`src/rtl/crlut_pkg.sv`:
```
// Package crlut_pkg
// Shared constants and the operation encoding of the condition register
// lookup-table unit. Assumes 4-bit fields, as the binary table is one field.
package crlut_pkg;

    localparam int FIELD_W = 4;

    typedef enum logic [1:0] {
        OP_BIT_TERN = 2'd0,
        OP_BIT_BIN  = 2'd1,
        OP_FLD_BIN  = 2'd2,
        OP_FLD_TERN = 2'd3
    } crlut_op_e;

endpackage

```
`src/rtl/crlut_bit_unit.sv`:
```
// Module crlut_bit_unit
// Computes the new value of one destination bit for the single-bit forms.
// Assumes MSB-first bit numbering and that the table field is FIELD_W wide.
// Purely combinational; the caller places the bit into the register.
module crlut_bit_unit
    import crlut_pkg::*;
#(
    parameter  int NUM_FIELDS = 8,
    localparam int CR_W       = NUM_FIELDS * FIELD_W,
    localparam int BIT_IDX_W  = $clog2(CR_W),
    localparam int FLD_IDX_W  = $clog2(NUM_FIELDS)
) (
    input  logic [CR_W-1:0]      cr,
    input  logic                 use_tern,
    input  logic [BIT_IDX_W-1:0] bt,
    input  logic [BIT_IDX_W-1:0] ba,
    input  logic [BIT_IDX_W-1:0] bb,
    input  logic [FLD_IDX_W-1:0] bfb,
    input  logic [7:0]           imm,
    output logic                 bit_out
);

    logic [CR_W-1:0]    msb_view;
    logic [FIELD_W-1:0] fld [NUM_FIELDS];

    // MSB-first view of the register, so bit n is msb_view[n]
    for (genvar k = 0; k < CR_W; k++) begin : g_view
        assign msb_view[k] = cr[CR_W-1-k];
    end

    // Field values, least significant bit is the last bit of the field
    for (genvar n = 0; n < NUM_FIELDS; n++) begin : g_fld
        assign fld[n] = cr[CR_W-1-FIELD_W*n -: FIELD_W];
    end

    logic [2:0] idx3;
    logic [1:0] idx2;
    logic [FIELD_W-1:0] table_fld;

    // Select the index bits and the table, then look up
    always_comb begin
        idx3      = {msb_view[bt], msb_view[ba], msb_view[bb]};
        idx2      = {msb_view[bt], msb_view[ba]};
        table_fld = fld[bfb];
        bit_out   = use_tern ? imm[idx3] : table_fld[idx2];
    end

endmodule

```
`src/rtl/crlut_field_unit.sv`:
```
// Module crlut_field_unit
// Computes the new value of a destination field for the field forms.
// Each bit position i has its own lookup. The old destination bit is the
// index MSB, and the mask keeps the old bit where it is zero.
module crlut_field_unit
    import crlut_pkg::*;
#(
    parameter  int NUM_FIELDS = 8,
    localparam int CR_W       = NUM_FIELDS * FIELD_W,
    localparam int FLD_IDX_W  = $clog2(NUM_FIELDS)
) (
    input  logic [CR_W-1:0]      cr,
    input  logic                 use_tern,
    input  logic [FLD_IDX_W-1:0] bf,
    input  logic [FLD_IDX_W-1:0] bfa,
    input  logic [FLD_IDX_W-1:0] bfb,
    input  logic [7:0]           imm,
    input  logic [FIELD_W-1:0]   mask,
    output logic [FIELD_W-1:0]   fld_out
);

    logic [FIELD_W-1:0] fld [NUM_FIELDS];
    logic [FIELD_W-1:0] dst_old, src_a, src_b;

    // Field values of the register
    for (genvar n = 0; n < NUM_FIELDS; n++) begin : g_fld
        assign fld[n] = cr[CR_W-1-FIELD_W*n -: FIELD_W];
    end

    assign dst_old = fld[bf];
    assign src_a   = fld[bfa];
    assign src_b   = fld[bfb];

    // One lookup per bit position, merged under the mask
    for (genvar i = 0; i < FIELD_W; i++) begin : g_pos
        logic [2:0] idx3;
        logic [1:0] idx2;
        logic       res;
        always_comb begin
            idx3       = {dst_old[i], src_a[i], src_b[i]};
            idx2       = {dst_old[i], src_a[i]};
            res        = use_tern ? imm[idx3] : src_b[idx2];
            fld_out[i] = mask[i] ? res : dst_old[i];
        end
    end

endmodule

```
`src/rtl/crlut_unit.sv`:
```
// Module crlut_unit
// Holds the condition register and applies one lookup-table operation per
// start strobe. Assumes operands are valid in the start cycle. The preload
// port wins over start. Reset is synchronous and active low.
module crlut_unit
    import crlut_pkg::*;
#(
    parameter  int NUM_FIELDS = 8,
    localparam int CR_W       = NUM_FIELDS * FIELD_W,
    localparam int BIT_IDX_W  = $clog2(CR_W),
    localparam int FLD_IDX_W  = $clog2(NUM_FIELDS)
) (
    input  logic                 clk,
    input  logic                 rst_n,
    input  logic                 start,
    input  logic [1:0]           op,
    input  logic [BIT_IDX_W-1:0] bt,
    input  logic [BIT_IDX_W-1:0] ba,
    input  logic [BIT_IDX_W-1:0] bb,
    input  logic [FLD_IDX_W-1:0] bf,
    input  logic [FLD_IDX_W-1:0] bfa,
    input  logic [FLD_IDX_W-1:0] bfb,
    input  logic [7:0]           imm,
    input  logic [FIELD_W-1:0]   mask,
    input  logic                 load_en,
    input  logic [CR_W-1:0]      load_val,
    output logic [CR_W-1:0]      cr_q,
    output logic                 done
);

    crlut_op_e op_e;
    logic      is_field;
    logic      bit_new;
    logic [FIELD_W-1:0] fld_new;
    logic [CR_W-1:0]    cr_next;

    assign op_e     = crlut_op_e'(op);
    assign is_field = (op_e == OP_FLD_BIN) || (op_e == OP_FLD_TERN);

    crlut_bit_unit #(.NUM_FIELDS(NUM_FIELDS)) u_bit (
        .cr       (cr_q),
        .use_tern (op_e == OP_BIT_TERN),
        .bt       (bt),
        .ba       (ba),
        .bb       (bb),
        .bfb      (bfb),
        .imm      (imm),
        .bit_out  (bit_new)
    );

    crlut_field_unit #(.NUM_FIELDS(NUM_FIELDS)) u_fld (
        .cr       (cr_q),
        .use_tern (op_e == OP_FLD_TERN),
        .bf       (bf),
        .bfa      (bfa),
        .bfb      (bfb),
        .imm      (imm),
        .mask     (mask),
        .fld_out  (fld_new)
    );

    // Place the new bit or field into the register image, bit by bit
    for (genvar k = 0; k < CR_W; k++) begin : g_merge
        localparam logic [FLD_IDX_W-1:0] K_FLD = FLD_IDX_W'(k / FIELD_W);
        localparam logic [BIT_IDX_W-1:0] K_BIT = BIT_IDX_W'(k);
        localparam int                   K_POS = FIELD_W - 1 - (k % FIELD_W);
        always_comb begin
            if (is_field)
                cr_next[CR_W-1-k] = (bf == K_FLD) ? fld_new[K_POS] : cr_q[CR_W-1-k];
            else
                cr_next[CR_W-1-k] = (bt == K_BIT) ? bit_new : cr_q[CR_W-1-k];
        end
    end

    // Register update: reset, then preload, then operation
    always_ff @(posedge clk) begin
        if (!rst_n) begin
            cr_q <= '0;
            done <= 1'b0;
        end else begin
            done <= start && !load_en;
            if (load_en)
                cr_q <= load_val;
            else if (start)
                cr_q <= cr_next;
        end
    end

    // Bits a field operation may touch: field bf under the mask
    logic [CR_W-1:0] fld_allow;
    always_comb begin
        for (int k = 0; k < CR_W; k++)
            fld_allow[CR_W-1-k] = (bf == FLD_IDX_W'(k / FIELD_W)) &&
                                  mask[FIELD_W-1-(k % FIELD_W)];
    end

    // done pulse only follows an accepted start
    p_done_after_start_r8: assert property (@(posedge clk) disable iff (!rst_n)
        (start && !load_en) |=> done);
    p_done_needs_start_r8: assert property (@(posedge clk) disable iff (!rst_n)
        (!start || load_en) |=> !done);

    // preload lands in the register
    p_load_writes_r9: assert property (@(posedge clk) disable iff (!rst_n)
        load_en |=> (cr_q == $past(load_val)));

    // idle cycles keep the register
    p_idle_holds_r10: assert property (@(posedge clk) disable iff (!rst_n)
        (!start && !load_en) |=> $stable(cr_q));

    // a single-bit operation changes at most one bit
    p_bit_local_r7: assert property (@(posedge clk) disable iff (!rst_n)
        (start && !load_en && !is_field) |=> ($countones(cr_q ^ $past(cr_q)) <= 1));

    // a field operation stays inside the masked destination field
    p_field_local_r7: assert property (@(posedge clk) disable iff (!rst_n)
        (start && !load_en && is_field) |=> (((cr_q ^ $past(cr_q)) & ~$past(fld_allow)) == '0));

endmodule

```
`config.mk`:
```
export PLATFORM = sky130hd
export DESIGN_NAME = crlut_unit
export DESIGN_NICKNAME = d
export VERILOG_FILES = /design/src/rtl/crlut_pkg.sv /design/src/rtl/crlut_bit_unit.sv /design/src/rtl/crlut_field_unit.sv /design/src/rtl/crlut_unit.sv
export SDC_FILE = /design/constraint.sdc
export NUM_CORES = 1
export LEC_CHECK = 0
export CAP_MARGIN = 0
export CELL_PAD_IN_SITES_DETAIL_PLACEMENT = 1
export CELL_PAD_IN_SITES_GLOBAL_PLACEMENT = 2
export CORE_MARGIN = 3
export CORE_UTILIZATION = 40
export DETAILED_ROUTE_END_ITERATION = 10
export DONT_BUFFER_PORTS = 1
export GPL_ROUTABILITY_DRIVEN = 1
export HOLD_SLACK_MARGIN = 0.1
export PLACE_DENSITY = 0.95
export REMOVE_ABC_BUFFERS = 1
export SYNTH_ARGS = -nofsm -noshare
export SYNTH_HDL_FRONTEND = slang
export SYNTH_SLANG_ARGS = --single-unit
```
`constraint.sdc`:
```
create_clock -name clk -period 7.32 [get_ports clk]
set_input_delay 0.732 -clock clk [delete_from_list [all_inputs] [get_ports clk]]
set_output_delay 0.732 -clock clk [all_outputs]
set_load 0.02 [all_outputs]
```
==> qor.csv <==
stage,metric,value,unit
yosys,yosys_warnings,0,
yosys,post_synth_inst_count,541,
critical_path,timing.rr.start,cr_q[19]$_SDFFE_PN0P_,
pwr,finalPower,693,uW
clock_network,cts.reportedPaths.clkPinSlew,0.07,ns
sta,fin_hold_ws,0.520,ns
die,fp-row-count,37,
yosys,netlist-cell-type-count,54,
pwr,internal_power,400,uW
clock_network,clock_insertion_delay_worst_skew,0.28,ns
drt,highest_layer,met4,
min_path,worst_hold_path.num_cells,1,
layout,layout.area.seq,661,sq um
clock_network,tritoncts.num_buffers,5,
min_path,whs_endpoint,done$_SDFF_PN0_,
pwr,vdd_ir_drop_max,0.113,mV
clock_network,cts_setup_buffers,0,
clock_network,ctsHtreeMaxLevel,2,
layout,multiInputGateArea,3330,sq um
critical_path,timing.rr.end,cr_q[31]$_SDFFE_PN0P_,
die,core,10400,sq um
sta,final_period_minus_worst_setup_slack,3.20,ns
critical_path,cp_slowest_cell,sky130_fd_sc_hd__mux2i_1,
critical_path,setup.worst_path.end_class,flip-flop,
layout,antenna-diode-count,0,
critical_path,reg2reg_setup_slack,4.12,ns
pwr,share_comb_of_total_power,37.7,%
sta,slew_headroom,43.9,%
layout,nFillCells,1303,
critical_path,cp-start-kind,flip-flop,
placement,globalplace.congestion,0.926,
pwr,clkPwrFrac,20.7,%
global_route,grt_max_degree,44,
min_path,min-delay-start,load_en,
drt,dr.first_iter.drc_count,332,
critical_path,timing.critical_path.arrival,3.42,ns
critical_path,critical-path-max-stage-delay,0.60,ns
layout,final_nets,586,
placement,hpwl,12.7,mm
yosys,synth-main-ff-cell,sky130_fd_sc_hd__dfxtp_1,
clock_network,cts.path.max_buffers,2,
clock_network,tritoncts,yes,
outcome,status,finished clean,
pwr,seqPwrFrac,41.7,%
yosys,ys_seq_area_share,15.3,%
layout,signed_area_change_from_the_synthesized_netlist_to_the_final_layout,1.48,%
sta,clock.fmax,312,MHz
placement,dp_worst_setup_slack,4.01,ns
placement,placement.cell_area,4290,sq um
die,full_die_area,12100,sq um
critical_path,timing.critical_path.fanout_max,9,
sta,hold_viol,0,
sta,final.period_utilization,43.8,%
pwr,power.leakage,1.76,nW
sta,finClkSkew,0.00624,ns
drt,drtAntennaViolNets,0,
drt,drc,0,
sta,grt_setup_unrepaired,no,
clock_network,clk_root_buffer_cell,sky130_fd_sc_hd__clkbuf_8,
drt,wl_met1,6.80,mm
critical_path,critPathRequiredTime,7.54,ns
critical_path,critical_path_class,reg -> reg,
die,floorplan.die.height,110,microns
pwr,net-switching-power,293,uW
yosys,yosysTopAreaCell,sky130_fd_sc_hd__dfxtp_1,
yosys,ys_async_sr_fraction,0,%
pwr,power.switching_fraction,42.2,%
drt,route.detailed.vias_per_inst,6.81,
placement,placed_cells_incl_taps,641,
drt,detailroute.wirelength.met2,8.10,mm
sta,finalWorstSetupSlack,4.12,ns
yosys,synth_top_area_share,15.3,%
global_route,grt_pass1_wl,26.1,mm
sta,slew_violations,0,
drt,routed-via-count,4415,
sta,setup_violators_final,0,
placement,port-buffer-count,0,
drt,firstDrtPassIters,4,
die,initial_utilization,41.4,%
yosys,synth_enable_flop_cells,0,
yosys,yosysMostFrequentCell,sky130_fd_sc_hd__o21ai_0,
sta,tightestPinTransition,0.836,ns
critical_path,worst_r2r_path_depth,8,
run,timing.max_cap.violations,0,
layout,post-route-util,42.0,%
global_route,antenna_violations_before_repair,0,
sta,timing.setup.tns,0,ns
pwr,power_density,159,nW/um^2
yosys,postSynthRegisterBits,33,
die,ioPinCount,107,
global_route,overflow,0,
yosys,ys_top_cells_by_area,"sky130_fd_sc_hd__dfxtp_1, sky130_fd_sc_hd__mux2i_1, sky130_fd_sc_hd__mux4_2",
critical_path,crit_path_cells,mux4_2 > mux2i_1 > a211oi_1 > a21oi_1 > a31oi_1 > a211oi_2 > and3b_1 > a21oi_2,
global_route,grt_usage,28.2,%
drt,length_of_routed_met3_wiring,1.64,mm
drt,drt-wirelength-per-cell,26.1,microns
drt,totalWireLength,16.9,mm
die,die_w,110,microns
yosys,synthesis.area,4310,sq um
layout,post_layout_nonfiller_instances,648,
clock_network,clock_sink_count,33,
clock_network,cts_stage_hold_buffer_count,0,
global_route,grt_pass1_vias,4608,
clock_network,cts_resized,0,
yosys,synth.top_cells.by_count,"sky130_fd_sc_hd__o21ai_0, sky130_fd_sc_hd__mux2i_1, sky130_fd_sc_hd__nand2_1",
yosys,postSynthAreaPerCell,7.97,sq um
layout,postLayoutCellArea,4370,sq um
layout,drive_gt1_share,11.9,%
min_path,worst_hold_path_type,in -> reg,
sequential cells by signal, indices dropped and copies added (netlist names):
signal	count
cr_q	32
done	1
worst max-delay path, delay by kind of cell (launching register included):
kind | cells | cell delay, ns
flip-flops | 1 | 0.53
AO/OA/AOI/OAI | 5 | 1.18
AND/OR/NAND/NOR | 1 | 0.27
multiplexers | 2 | 1.16
cell type report:
class	count	area share, %
Inverter	30	2.58
Tap cell	136	3.89
Multi-Input combinational cell	440	76.1
Timing Repair Buffer	2	0.343
Clock buffer	7	1.97
Sequential cell	33	15.1
power groups by stage:
stage               registers (mW)  logic [mW]  clock network (mW)
floorplan                    0.252       0.209                   0
global placement             0.288       0.245                   0
detailed placement           0.289       0.258                   0
CTS                          0.285       0.259               0.147
global route                 0.290       0.287               0.153
finish                       0.289       0.261               0.143
kinds of logic (layout without fill, tap and decap cells):
| logic type | count (synthesis) | after routing | share of synthesized area, % |
|---|---|---|---|
| AOI/OAI and AO/OA | 204 | 204 | 29.4 |
| DFF | 33 | 33 | 15.3 |
| buffers and inverters | 68 | 39 | 7.43 |
| muxes | 103 | 103 | 32.4 |
| and+or+nand+nor | 133 | 133 | 15.4 |
metal layers:
metal | track usage (%) | up-vias
met2 | 46.3 | 227
met5 | 0 | -
met3 | 7.87 | 34
met4 | 8.37 | 0
met1 | 35.9 | 2170
li1 | - | 1984
how the worst max path moves through the flow:
stage / endpoint / from / cells past startpoint
after floorplan: cr_q[29]$_SDFFE_PN0P_ / bt[3] / 9
after global placement: cr_q[31]$_SDFFE_PN0P_ / bfa[1] / 8
after detailed placement: cr_q[31]$_SDFFE_PN0P_ / bfb[1] / 8
after CTS: cr_q[31]$_SDFFE_PN0P_ / cr_q[19]$_SDFFE_PN0P_ / 8
after global routing: cr_q[3]$_SDFFE_PN0P_ / cr_q[29]$_SDFFE_PN0P_ / 10
final: cr_q[31]$_SDFFE_PN0P_ / cr_q[19]$_SDFFE_PN0P_ / 8
cells in the final DEF (no fill, tap or decap), types with 12 or more instances in the layout:
cell,count
sky130_fd_sc_hd__dfxtp_1,33
sky130_fd_sc_hd__nand2_1,60
sky130_fd_sc_hd__mux4_2,24
sky130_fd_sc_hd__a21oi_1,48
sky130_fd_sc_hd__mux2i_1,65
sky130_fd_sc_hd__inv_1,30
sky130_fd_sc_hd__nand3_1,17
sky130_fd_sc_hd__a22oi_1,12
sky130_fd_sc_hd__o21ai_0,74
sky130_fd_sc_hd__a211oi_1,27
Note: power is estimated with default switching activity, not from simulation.
